[src/rtl/vms_pkg.sv]
package vms_pkg;

    localparam int FRAC_W    = 16;
    localparam int FRAC_SHIFT = 15;
    localparam int STEP_PER_OCT = 12;

    // fractional gain for the 0.5 dB remainder, Q1.15
    function automatic logic [FRAC_W-1:0] frac_lut(input logic [3:0] rem);
        logic [FRAC_W-1:0] f;
        case (rem)
            4'd0:    f = 16'd32768;
            4'd1:    f = 16'd30935;
            4'd2:    f = 16'd29205;
            4'd3:    f = 16'd27571;
            4'd4:    f = 16'd26029;
            4'd5:    f = 16'd24573;
            4'd6:    f = 16'd23198;
            4'd7:    f = 16'd21900;
            4'd8:    f = 16'd20675;
            4'd9:    f = 16'd19519;
            4'd10:   f = 16'd18427;
            default: f = 16'd17396;
        endcase
        return f;
    endfunction

endpackage

[src/rtl/vms_gain.sv]
module vms_gain
    import vms_pkg::*;
#(
    parameter int DATA_W = 24,
    parameter int CODE_W = 8,
    parameter int LVL_W  = 7,
    parameter int LVL_SH = 6
) (
    input  logic signed [DATA_W-1:0] smp_i,
    input  logic [CODE_W-1:0]        code_i,
    input  logic [LVL_W-1:0]         level_i,
    input  logic                     inv_i,
    output logic signed [DATA_W-1:0] smp_o
);
    localparam int PW = DATA_W + FRAC_W + 1;
    localparam int SW = PW + LVL_W + 2;
    localparam logic [CODE_W-1:0] CODE_MAX = {CODE_W{1'b1}};
    localparam logic signed [SW-1:0] POS_LIM = SW'((64'sd1 <<< (DATA_W-1)) - 64'sd1);
    localparam logic signed [SW-1:0] NEG_LIM = SW'(-(64'sd1 <<< (DATA_W-1)));

    logic [CODE_W-1:0]        steps;
    logic [CODE_W-1:0]        oct;
    logic [3:0]               rem;
    logic [FRAC_W-1:0]        frac;
    logic signed [PW-1:0]     prod;
    logic signed [PW-1:0]     shifted;
    logic signed [SW-1:0]     scaled;
    logic signed [SW-1:0]     signed_v;

    always_comb begin
        steps    = CODE_MAX - code_i;
        oct      = steps / CODE_W'(STEP_PER_OCT);
        rem      = 4'(steps % CODE_W'(STEP_PER_OCT));
        frac     = frac_lut(rem);
        prod     = PW'(smp_i) * $signed({1'b0, frac});
        shifted  = prod >>> (FRAC_SHIFT + int'(oct));
        scaled   = (SW'(shifted) * $signed({1'b0, level_i})) >>> LVL_SH;
        signed_v = inv_i ? -scaled : scaled;
        if (code_i == '0) begin
            smp_o = '0;
        end else if (signed_v > POS_LIM) begin
            smp_o = POS_LIM[DATA_W-1:0];
        end else if (signed_v < NEG_LIM) begin
            smp_o = NEG_LIM[DATA_W-1:0];
        end else begin
            smp_o = signed_v[DATA_W-1:0];
        end
    end

endmodule

[src/rtl/vms_ramp.sv]
module vms_ramp #(
    parameter int STEPS = 64,
    parameter int LVL_W = $clog2(STEPS) + 1
) (
    input  logic             clk,
    input  logic             rst_n,
    input  logic             step_i,
    input  logic             mute_i,
    output logic [LVL_W-1:0] level_o
);
    localparam logic [LVL_W-1:0] LVL_MAX = LVL_W'(STEPS);

    typedef struct packed {
        logic [LVL_W-1:0] level;
    } ramp_t;

    ramp_t st_d, st_q;

    always_comb begin
        st_d = st_q;
        if (step_i) begin
            if (!mute_i) begin
                st_d.level = LVL_MAX;
            end else if (st_q.level != '0) begin
                st_d.level = st_q.level - 1'b1;
            end
        end
    end

    always_ff @(posedge clk) begin
        if (!rst_n) st_q <= '{level: LVL_MAX};
        else        st_q <= st_d;
    end

    assign level_o = st_d.level;


    release_full_chk: assert property (@(posedge clk) disable iff (!rst_n)
        (step_i && !mute_i) |=> (st_q.level == LVL_MAX));


    ramp_floor_chk: assert property (@(posedge clk) disable iff (!rst_n)
        (step_i && mute_i && st_q.level == '0) |=> (st_q.level == '0));

endmodule

[src/rtl/vms_zero_det.sv]
module vms_zero_det #(
    parameter int RUN_LEN = 1024,
    parameter int CNT_W   = $clog2(RUN_LEN + 1)
) (
    input  logic clk,
    input  logic rst_n,
    input  logic step_i,
    input  logic both_zero_i,
    input  logic enable_i,
    output logic latched_o,
    output logic auto_mute_o
);
    localparam logic [CNT_W-1:0] LAST = CNT_W'(RUN_LEN - 1);
    localparam logic [CNT_W-1:0] FULL = CNT_W'(RUN_LEN);

    typedef struct packed {
        logic [CNT_W-1:0] count;
        logic             hit;
    } zd_t;

    zd_t st_d, st_q;

    always_comb begin
        st_d = st_q;
        if (!enable_i) begin
            st_d.count = '0;
            st_d.hit   = 1'b0;
        end else if (step_i) begin
            if (!both_zero_i) begin
                st_d.count = '0;
                st_d.hit   = 1'b0;
            end else begin
                if (st_q.count != FULL) st_d.count = st_q.count + 1'b1;
                if (st_q.count >= LAST) st_d.hit = 1'b1;
            end
        end
    end

    always_ff @(posedge clk) begin
        if (!rst_n) st_q <= '0;
        else        st_q <= st_d;
    end

    assign latched_o   = st_q.hit;
    assign auto_mute_o = st_q.hit & both_zero_i;


    zd_off_chk: assert property (@(posedge clk) disable iff (!rst_n)
        !enable_i |=> !st_q.hit);


    zd_rise_chk: assert property (@(posedge clk) disable iff (!rst_n)
        $rose(st_q.hit) |-> ($past(st_q.count) == LAST));

endmodule

[src/rtl/vms_top.sv]
module vms_top #(
    parameter int DATA_W     = 24,
    parameter int CODE_W     = 8,
    parameter int RAMP_STEPS = 64,
    parameter int ZERO_RUN   = 1024
) (
    input  logic              clk,
    input  logic              rst_n,
    input  logic              in_valid,
    input  logic [DATA_W-1:0] in_left,
    input  logic [DATA_W-1:0] in_right,
    input  logic [CODE_W-1:0] att_left,
    input  logic [CODE_W-1:0] att_right,
    input  logic              mute_req,
    input  logic              zdet_en,
    input  logic              att_tie,
    input  logic              phase_rev,
    output logic              out_valid,
    output logic [DATA_W-1:0] out_left,
    output logic [DATA_W-1:0] out_right,
    output logic              zero_n
);
    localparam int LVL_W  = $clog2(RAMP_STEPS) + 1;
    localparam int LVL_SH = $clog2(RAMP_STEPS);
    localparam int NCH    = 2;

    typedef struct packed {
        logic [CODE_W-1:0] code_l;
        logic [CODE_W-1:0] code_r;
        logic              tie;
        logic              inv;
        logic              valid;
        logic [DATA_W-1:0] out_l;
        logic [DATA_W-1:0] out_r;
    } top_t;

    top_t st_d, st_q;

    logic             both_zero;
    logic             auto_mute;
    logic             zd_latched;
    logic             mute_eff;
    logic [LVL_W-1:0] level;
    logic signed [DATA_W-1:0] ch_in   [NCH];
    logic [CODE_W-1:0]        ch_code [NCH];
    logic signed [DATA_W-1:0] ch_out  [NCH];

    assign both_zero = (in_left == '0) && (in_right == '0);
    assign mute_eff  = mute_req | auto_mute;

    vms_zero_det #(.RUN_LEN(ZERO_RUN)) u_zd (
        .clk         (clk),
        .rst_n       (rst_n),
        .step_i      (in_valid),
        .both_zero_i (both_zero),
        .enable_i    (zdet_en),
        .latched_o   (zd_latched),
        .auto_mute_o (auto_mute)
    );

    vms_ramp #(.STEPS(RAMP_STEPS), .LVL_W(LVL_W)) u_ramp (
        .clk     (clk),
        .rst_n   (rst_n),
        .step_i  (in_valid),
        .mute_i  (mute_eff),
        .level_o (level)
    );

    always_comb begin
        ch_in[0]   = $signed(in_left);
        ch_in[1]   = $signed(in_right);
        ch_code[0] = st_q.code_l;
        ch_code[1] = st_q.tie ? st_q.code_l : st_q.code_r;
    end

    for (genvar g = 0; g < NCH; g++) begin : g_ch
        vms_gain #(
            .DATA_W (DATA_W),
            .CODE_W (CODE_W),
            .LVL_W  (LVL_W),
            .LVL_SH (LVL_SH)
        ) u_gain (
            .smp_i   (ch_in[g]),
            .code_i  (ch_code[g]),
            .level_i (level),
            .inv_i   (st_q.inv),
            .smp_o   (ch_out[g])
        );
    end

    always_comb begin
        st_d       = st_q;
        st_d.valid = in_valid;
        if (in_valid) begin
            st_d.out_l  = ch_out[0];
            st_d.out_r  = ch_out[1];
            st_d.code_l = att_left;
            st_d.code_r = att_right;
            st_d.tie    = att_tie;
            st_d.inv    = phase_rev;
        end
    end

    always_ff @(posedge clk) begin
        if (!rst_n) begin
            st_q        <= '0;
            st_q.code_l <= {CODE_W{1'b1}};
            st_q.code_r <= {CODE_W{1'b1}};
        end else begin
            st_q <= st_d;
        end
    end

    assign out_valid = st_q.valid;
    assign out_left  = st_q.out_l;
    assign out_right = st_q.out_r;
    assign zero_n    = ~zd_latched;


    nonzero_clear_chk: assert property (@(posedge clk) disable iff (!rst_n)
        (in_valid && in_left != '0) |=> zero_n);


    zero_code_chk: assert property (@(posedge clk) disable iff (!rst_n)
        (in_valid && st_q.code_l == '0) |=> (out_left == '0));


    hold_idle_chk: assert property (@(posedge clk) disable iff (!rst_n)
        !in_valid |=> ($stable(out_left) && $stable(out_right) && !out_valid));

endmodule

[config.mk]
export PLATFORM = sky130hd
export DESIGN_NAME = vms_top
export DESIGN_NICKNAME = d
export VERILOG_FILES = /design/src/rtl/vms_pkg.sv /design/src/rtl/vms_gain.sv /design/src/rtl/vms_ramp.sv /design/src/rtl/vms_zero_det.sv /design/src/rtl/vms_top.sv
export SDC_FILE = /design/constraint.sdc
export NUM_CORES = 2
export LEC_CHECK = 0
export ABC_AREA = 1
export CAP_MARGIN = 20
export CORE_MARGIN = 2
export CORE_UTILIZATION = 39
export DETAILED_ROUTE_END_ITERATION = 10
export PLACE_DENSITY = 0.66
export SLEW_MARGIN = 20
export SYNTH_ARGS = -nofsm -noshare
export SYNTH_HDL_FRONTEND = slang
export SYNTH_HIERARCHICAL = 1
export SYNTH_SLANG_ARGS = --single-unit
[constraint.sdc]
create_clock -name clk -period 28.2 [get_ports clk]
set_input_delay 5.64 -clock clk [delete_from_list [all_inputs] [get_ports clk]]
set_output_delay 5.64 -clock clk [all_outputs]
set_load 0.005 [all_outputs]
# [Word level (Yosys, flattened, before mapping)]
# Memories as Yosys holds them, arrays and structs flattened.
# Cells that the tools add are included.
# Widths: inputs -> output; s select.
[op_classes] n_addsub=8 mul=4 n_div=4 order_cmp=5 n_eq_ne=3 shifts=2 mux=15 n_bitwise=3 reduce_logical=9
[ops] cell="$mux 24" n=6
[ops] cell="$gt 50x24->1 const B" n=2
[ops] cell="$lt 50x24->1 const B" n=2
[ops] cell="$mux 50" n=2
[ops] cell="$neg 43->50" n=2
[ops] cell="$mul 41x8->49" n=2
[ops] cell="$mul 24x17->41" n=2
[ops] cell="$sshr 41x9->41" n=2
[ops] cell="$logic_not 24->1" n=2
[ops] cell="$mux 7" n=3
[ops] cell="$add 4x8->9 const A" n=2
[ops] cell="$div 8x4->8 const B" n=2
[ops] cell="$logic_not 8->1" n=2
[ops] cell="$mod 8x4->8 const B" n=2
[ops] cell="$sub 8x8->8 const A" n=2
[ops] cell="$mux 12" n=1
[ops] cell="$add 11x1->11 const B" n=1
[ops] cell="$ge 11x10->1 const B" n=1
[ops] cell="$mux 11" n=1
[ops] cell="$ne 11x11->1 const B" n=1
[ops] cell="$mux 8" n=1
[ops] cell="$reduce_bool 7->1" n=1
[ops] cell="$sub 7x1->7 const B" n=1
[ops] cell="$reduce_and 2->1" n=3
[ops] cell="other kinds (6)" n=7
[word_totals] regBits=86 rom_bits=512 input_bits=71 wordCells=65 mem_count=2
[memory_table] memory="(no name shown)" depth=16 word_bits=16 read_ports=1 rd_ports_with_merged_regs=0 wr=0 line="vms_pkg.sv:10" text="case (rem)"
[memory_table] memory="(no name shown)" depth=16 word_bits=16 read_ports=1 rd_ports_with_merged_regs=0 wr=0 line="vms_pkg.sv:10"

# [Logic depth before layout (Yosys ltp)]
[depth] depth_word=13 ltp_mapped=95 ltp_nobuf=92

# [Cells and area by module]
# The synthesis kept the hierarchy.
[by_module_without_submodules] module="vms_gain at g_ch[1].u_gain" n_inst=1 cells_per_inst=4497 area_per_inst_um2=30087.6
[by_module_without_submodules] module="vms_gain at g_ch[0].u_gain" n_inst=1 cells_per_inst=4444 area_per_inst_um2=29998.8
[by_module_without_submodules] module="vms_top" n_inst=1 cells_per_inst=401 area_per_inst_um2=2964.1
[by_module_without_submodules] module="vms_zero_det" n_inst=1 cells_per_inst=128 area_per_inst_um2=788.3
[by_module_without_submodules] module="vms_ramp" n_inst=1 cells_per_inst=78 area_per_inst_um2=476.7

# [Least setup slack after synthesis]
# OpenSTA, ideal clock, no wires.
[synth_path] path_type="input -> register" startpoint="input in_left[23]" endpoint="register st_q (netlist bit out_left[3])" setup_time_ns=0.116 arrival_ns=17.854 t_required_ns=28.084 setup_slack_ns=10.230 stages=64 n_path_buf=2 cell_sequence="buf_1 -> clkinv_1 -> nor2_1 -> inv_1 -> fa_1 -> fa_1 -> inv_1 -> fa_1 -> inv_1 -> fa_1 -> fa_1 -> inv_1 -> fa_1 -> ha_1 -> a21oi_1 -> nor2_1 -> o21ai_0 -> nand2_1 -> [28 not listed] -> nand2_1 -> xnor2_2 -> nand3_1 -> nor2_1 -> nand4_1 -> nand2_1 -> nand2_1 -> nand2_1 -> nand2_1 -> nor2_1 -> nand3_1 -> nor2_1 -> nand3_1 -> nand2_1 -> buf_4 -> a21oi_2 -> nor2_1 -> nor2_1"
[synth_rtl] element="start: declaration" line="vms_top.sv:10" text="input logic [DATA_W-1:0] in_left,"
[synth_rtl] element="end signal: assignment" line="vms_top.sv:110" text="st_q <= st_d;"
[synth_rtl] element="end: declaration" line="vms_top.sv:37" text="top_t st_d, st_q;"

==> impl_metrics.sql <==
INSERT INTO impl_metrics (metric_group, metric, value, unit) VALUES
('hold_path', 'holdCritPathClass', 'flop to flop', ''),
('clocking', 'tritoncts', 'yes', ''),
('drt', 'dr.pass1.iters', '7', ''),
('sta', 'report.final.slew_viol_count', '0', ''),
('grt', 'grt_remaining_overflow', '0', ''),
('floorplanning', 'die_h', '410', 'µm'),
('clocking', 'clock_latency', '0.43', 'ns'),
('clocking', 'count_of_clock_tree_sinks', '86', ''),
('sta', 'grt_setup_unrepaired', 'false', ''),
('cells_and_area', 'num-fill-cells', '17400', ''),
('sta', 'max_freq', '48.2', 'MHz'),
('cells_and_area', 'mostFrequentLayoutCells', 'nand2_1, inv_1, nor2_1', ''),
('grt', 'number_of_antenna_violations_at_the_first_check_in_global_routing', '1', ''),
('grt', 'grt_pass1_wl', '320000', 'µm'),
('critical_path', 'timing_worst_setup_path_type', 'input port to flop', ''),
('synthesis', 'post_synthesis_net_count', '11200', ''),
('placement', 'gp_routability_congestion', '0.944', ''),
('grt', 'grt.total_usage', '23.4', '%'),
('synthesis', 'mapped_area', '64300', 'µm²'),
('synthesis', 'syn-mean-instance-area', '6.74', 'µm²'),
('clocking', 'cts-htree-levels', '3', ''),
('synthesis', 'synth_enable_flop_cells', '0', ''),
('synthesis', 'synthesis.instances', '9548', ''),
('drt', 'route.detailed.drc', '0', ''),
('cells_and_area', 'nets', '11100', ''),
('job', 'drv_cap', '0', ''),
('sta', 'setup-violations-final', '0', ''),
('critical_path', 'timing.critical_path.mode_cell', 'inv_1', ''),
('clocking', 'post_cts_resize_count', '0', ''),
('floorplanning', 'design.die.area', '168000', 'µm²'),
('outcome', 'run_status', 'complete, no violations', ''),
('drt', 'route.final.wire_length', '191000', 'µm'),
('sta', 'fin_crit_share', '73.6', '%'),
('critical_path', 'crit_path_end_kind', 'flop', ''),
('critical_path', 'worst_path_largest_cell_delay', '0.82', 'ns'),
('drt', 'drt-vias-per-instance', '5.06', ''),
('cells_and_area', 'ff_latch_area', '1720', 'µm²'),
('synthesis', 'ys.flop_type', 'dfxtp_1', ''),
('grt', 'grt_pass1_vias', '62100', ''),
('sta', 'finalHoldViolations', '0', ''),
('cells_and_area', 'layout-drive-gt1-share', '2.95', '%'),
('clocking', 'max-clock-path-buffers', '2', ''),
('synthesis', 'async_reset_ff_share', '0', '%'),
('placement', 'placement.io_buffers', '120', ''),
('critical_path', 'crit_arrival', '21.06', 'ns'),
('drt', 'num_vias', '58600', ''),
('critical_path', 'cpMaxStageDelayCell', 'clkdlybuf4s50_1', ''),
('clocking', 'cts-buffers-inserted', '9', ''),
('critical_path', 'worstPathRequired', '28.49', 'ns'),
('floorplanning', 'initial_core_util', '39.1', '%'),
('sta', 'max_slew_margin', '27.7', '%'),
('clocking', 'hold_buffers', '0', ''),
('cells_and_area', 'layout.cells.non_filler', '11600', ''),
('floorplanning', 'std_cell_rows', '149', ''),
('cells_and_area', 'multi_input_comb_area', '52500', 'µm²'),
('sta', 'setup_total_negative_slack', '0', 'ns'),
('drt', 'postRouteAntennaNets', '0', ''),
('placement', 'place_hpwl', '162000', 'µm'),
('grt', 'grt_start_max_net_pins', '101', ''),
('floorplanning', 'floorplan.io_pins', '121', ''),
('clocking', 'clk_root_buffer_cell', 'clkbuf_16', ''),
('cells_and_area', 'areaGrowthSynthToFinish', '4.68', '%'),
('drt', 'drt_iter0_markers', '4226', ''),
('cells_and_area', 'mostFrequentLayoutCell', 'nand2_1', ''),
('sta', 'fin_worst_skew', '0.0322', 'ns'),
('sta', 'worst_pin_slew', '1.08', 'ns'),
('synthesis', 'ys_ff_latch', '86', ''),
('critical_path', 'worstSetupStartpointType', 'input port', ''),
('critical_path', 'critPathMaxFanout', '34', ''),
('clocking', 'post_cts.repair.setup_buffers', '0', ''),
('clocking', 'clk_pin_slew', '0.07', 'ns'),
('floorplanning', 'chipWidth', '410', 'µm'),
('synthesis', 'yosysWarningCount', '6', ''),
('synthesis', 'library_cells_used_by_synthesis', '69', ''),
('sta', 'finalCriticalPeriod', '20.77', 'ns'),
('synthesis', 'synth_sequential_area_ratio', '2.68', '%'),
('floorplanning', 'floorplan.core_area', '164000', 'µm²'),
('placement', 'place_inst', '11600', ''),
('drt', 'routed_wire_length_per_instance', '16.5', 'µm');
[kinds of logic after synthesis]
group	synth area share (%)
flip-flops	2.68
XOR/XNOR	2.11
AND/OR/NAND/NOR	27.9
buffers and inverters	15.7
multiplexers	0.0778
adder cells (fa/ha/maj)	44.6
AO/OA/AOI/OAI	6.87
[critical path: cells and delay by family]
family / cells / cell delay, ns
AOI/OAI and AO/OA: 11 / 2.90
xor gates and xnor gates: 1 / 0.36
adders and majority gates: 12 / 6.07
buffers and inverters: 14 / 2.82
and+or+nand+nor: 21 / 3.22
[sequential cells by signal, summed over array words and instances (netlist names)]
name / flops
ch_code: 8
out_left: 24
out_right: 24
out_valid: 1
st_q: 10
u_ramp/st_q: 7
u_zd/latched_o: 1
u_zd/st_q: 11
[routing by layer]
layer / GRT usage (%) / up-vias / routed length, µm
met3: 2.28 / 351 / 10200
met2: 41.7 / 1750 / 94500
met5: 0 / - / 0
met1: 29.9 / 28600 / 80600
met4: 6.85 / 0 / 5950
li1: - / 28000 / -
[layout make-up]
cell class	count	share of cell area, %
Inverter	2271	12.7
Clock inverter	3	0.0297
Timing Repair Buffer	164	2.27
Antenna cell	1	0.00372
Multi-Input combinational cell	6873	78.0
Clock buffer	12	0.381
Sequential cell	86	2.56
Tap cell	2189	4.07
[through the flow]
stage	setup WS, ns	utilization [%]	hold slack [ns]	area, µm²
after floorplan	10.23	-	0.451	64300
after global placement	7.07	40.8	0.471	67000
after detailed placement	7.18	40.8	0.477	67000
after CTS	7.61	40.9	0.489	67300
after global routing	6.03	40.9	0.524	67300
final	7.43	40.9	0.491	67300
[path summary, 6_finish.rpt]
kind	startpoint	end	slack (ns)	depth (start not counted)
setup / recovery	in_right[23]	out_right[18]$_SDFFE_PN0P_	7.43	59
hold / removal	st_q[58]$_SDFFE_PN1P_	st_q[58]$_SDFFE_PN1P_	0.49	2
setup reg to reg	st_q[50]$_SDFFE_PN0P_	out_right[18]$_SDFFE_PN0P_	9.89	76
hold reg to reg	st_q[58]$_SDFFE_PN1P_	st_q[58]$_SDFFE_PN1P_	0.49	2
[Yosys cell counts (36+ instances only)]
library cell,number,area [µm²]
xor2_1,98,858
nand3b_1,36,270
nand2_2,43,269
buf_1,39,146
xnor2_1,46,403
nand2_1,2245,8430
nor2_1,1298,4870
nand3_1,513,2570
a31oi_1,73,457
nor3_1,50,250
nand4_1,45,282
ha_1,416,5200
clkbuf_1,180,676
fa_1,1174,23500
a21oi_1,298,1490
dfxtp_1,86,1720
inv_1,2228,8360
buf_4,59,443
o21ai_0,250,1250
Power is not shown: default switching activity piles up to over one toggle a cycle in this logic, so the estimate is an artifact.
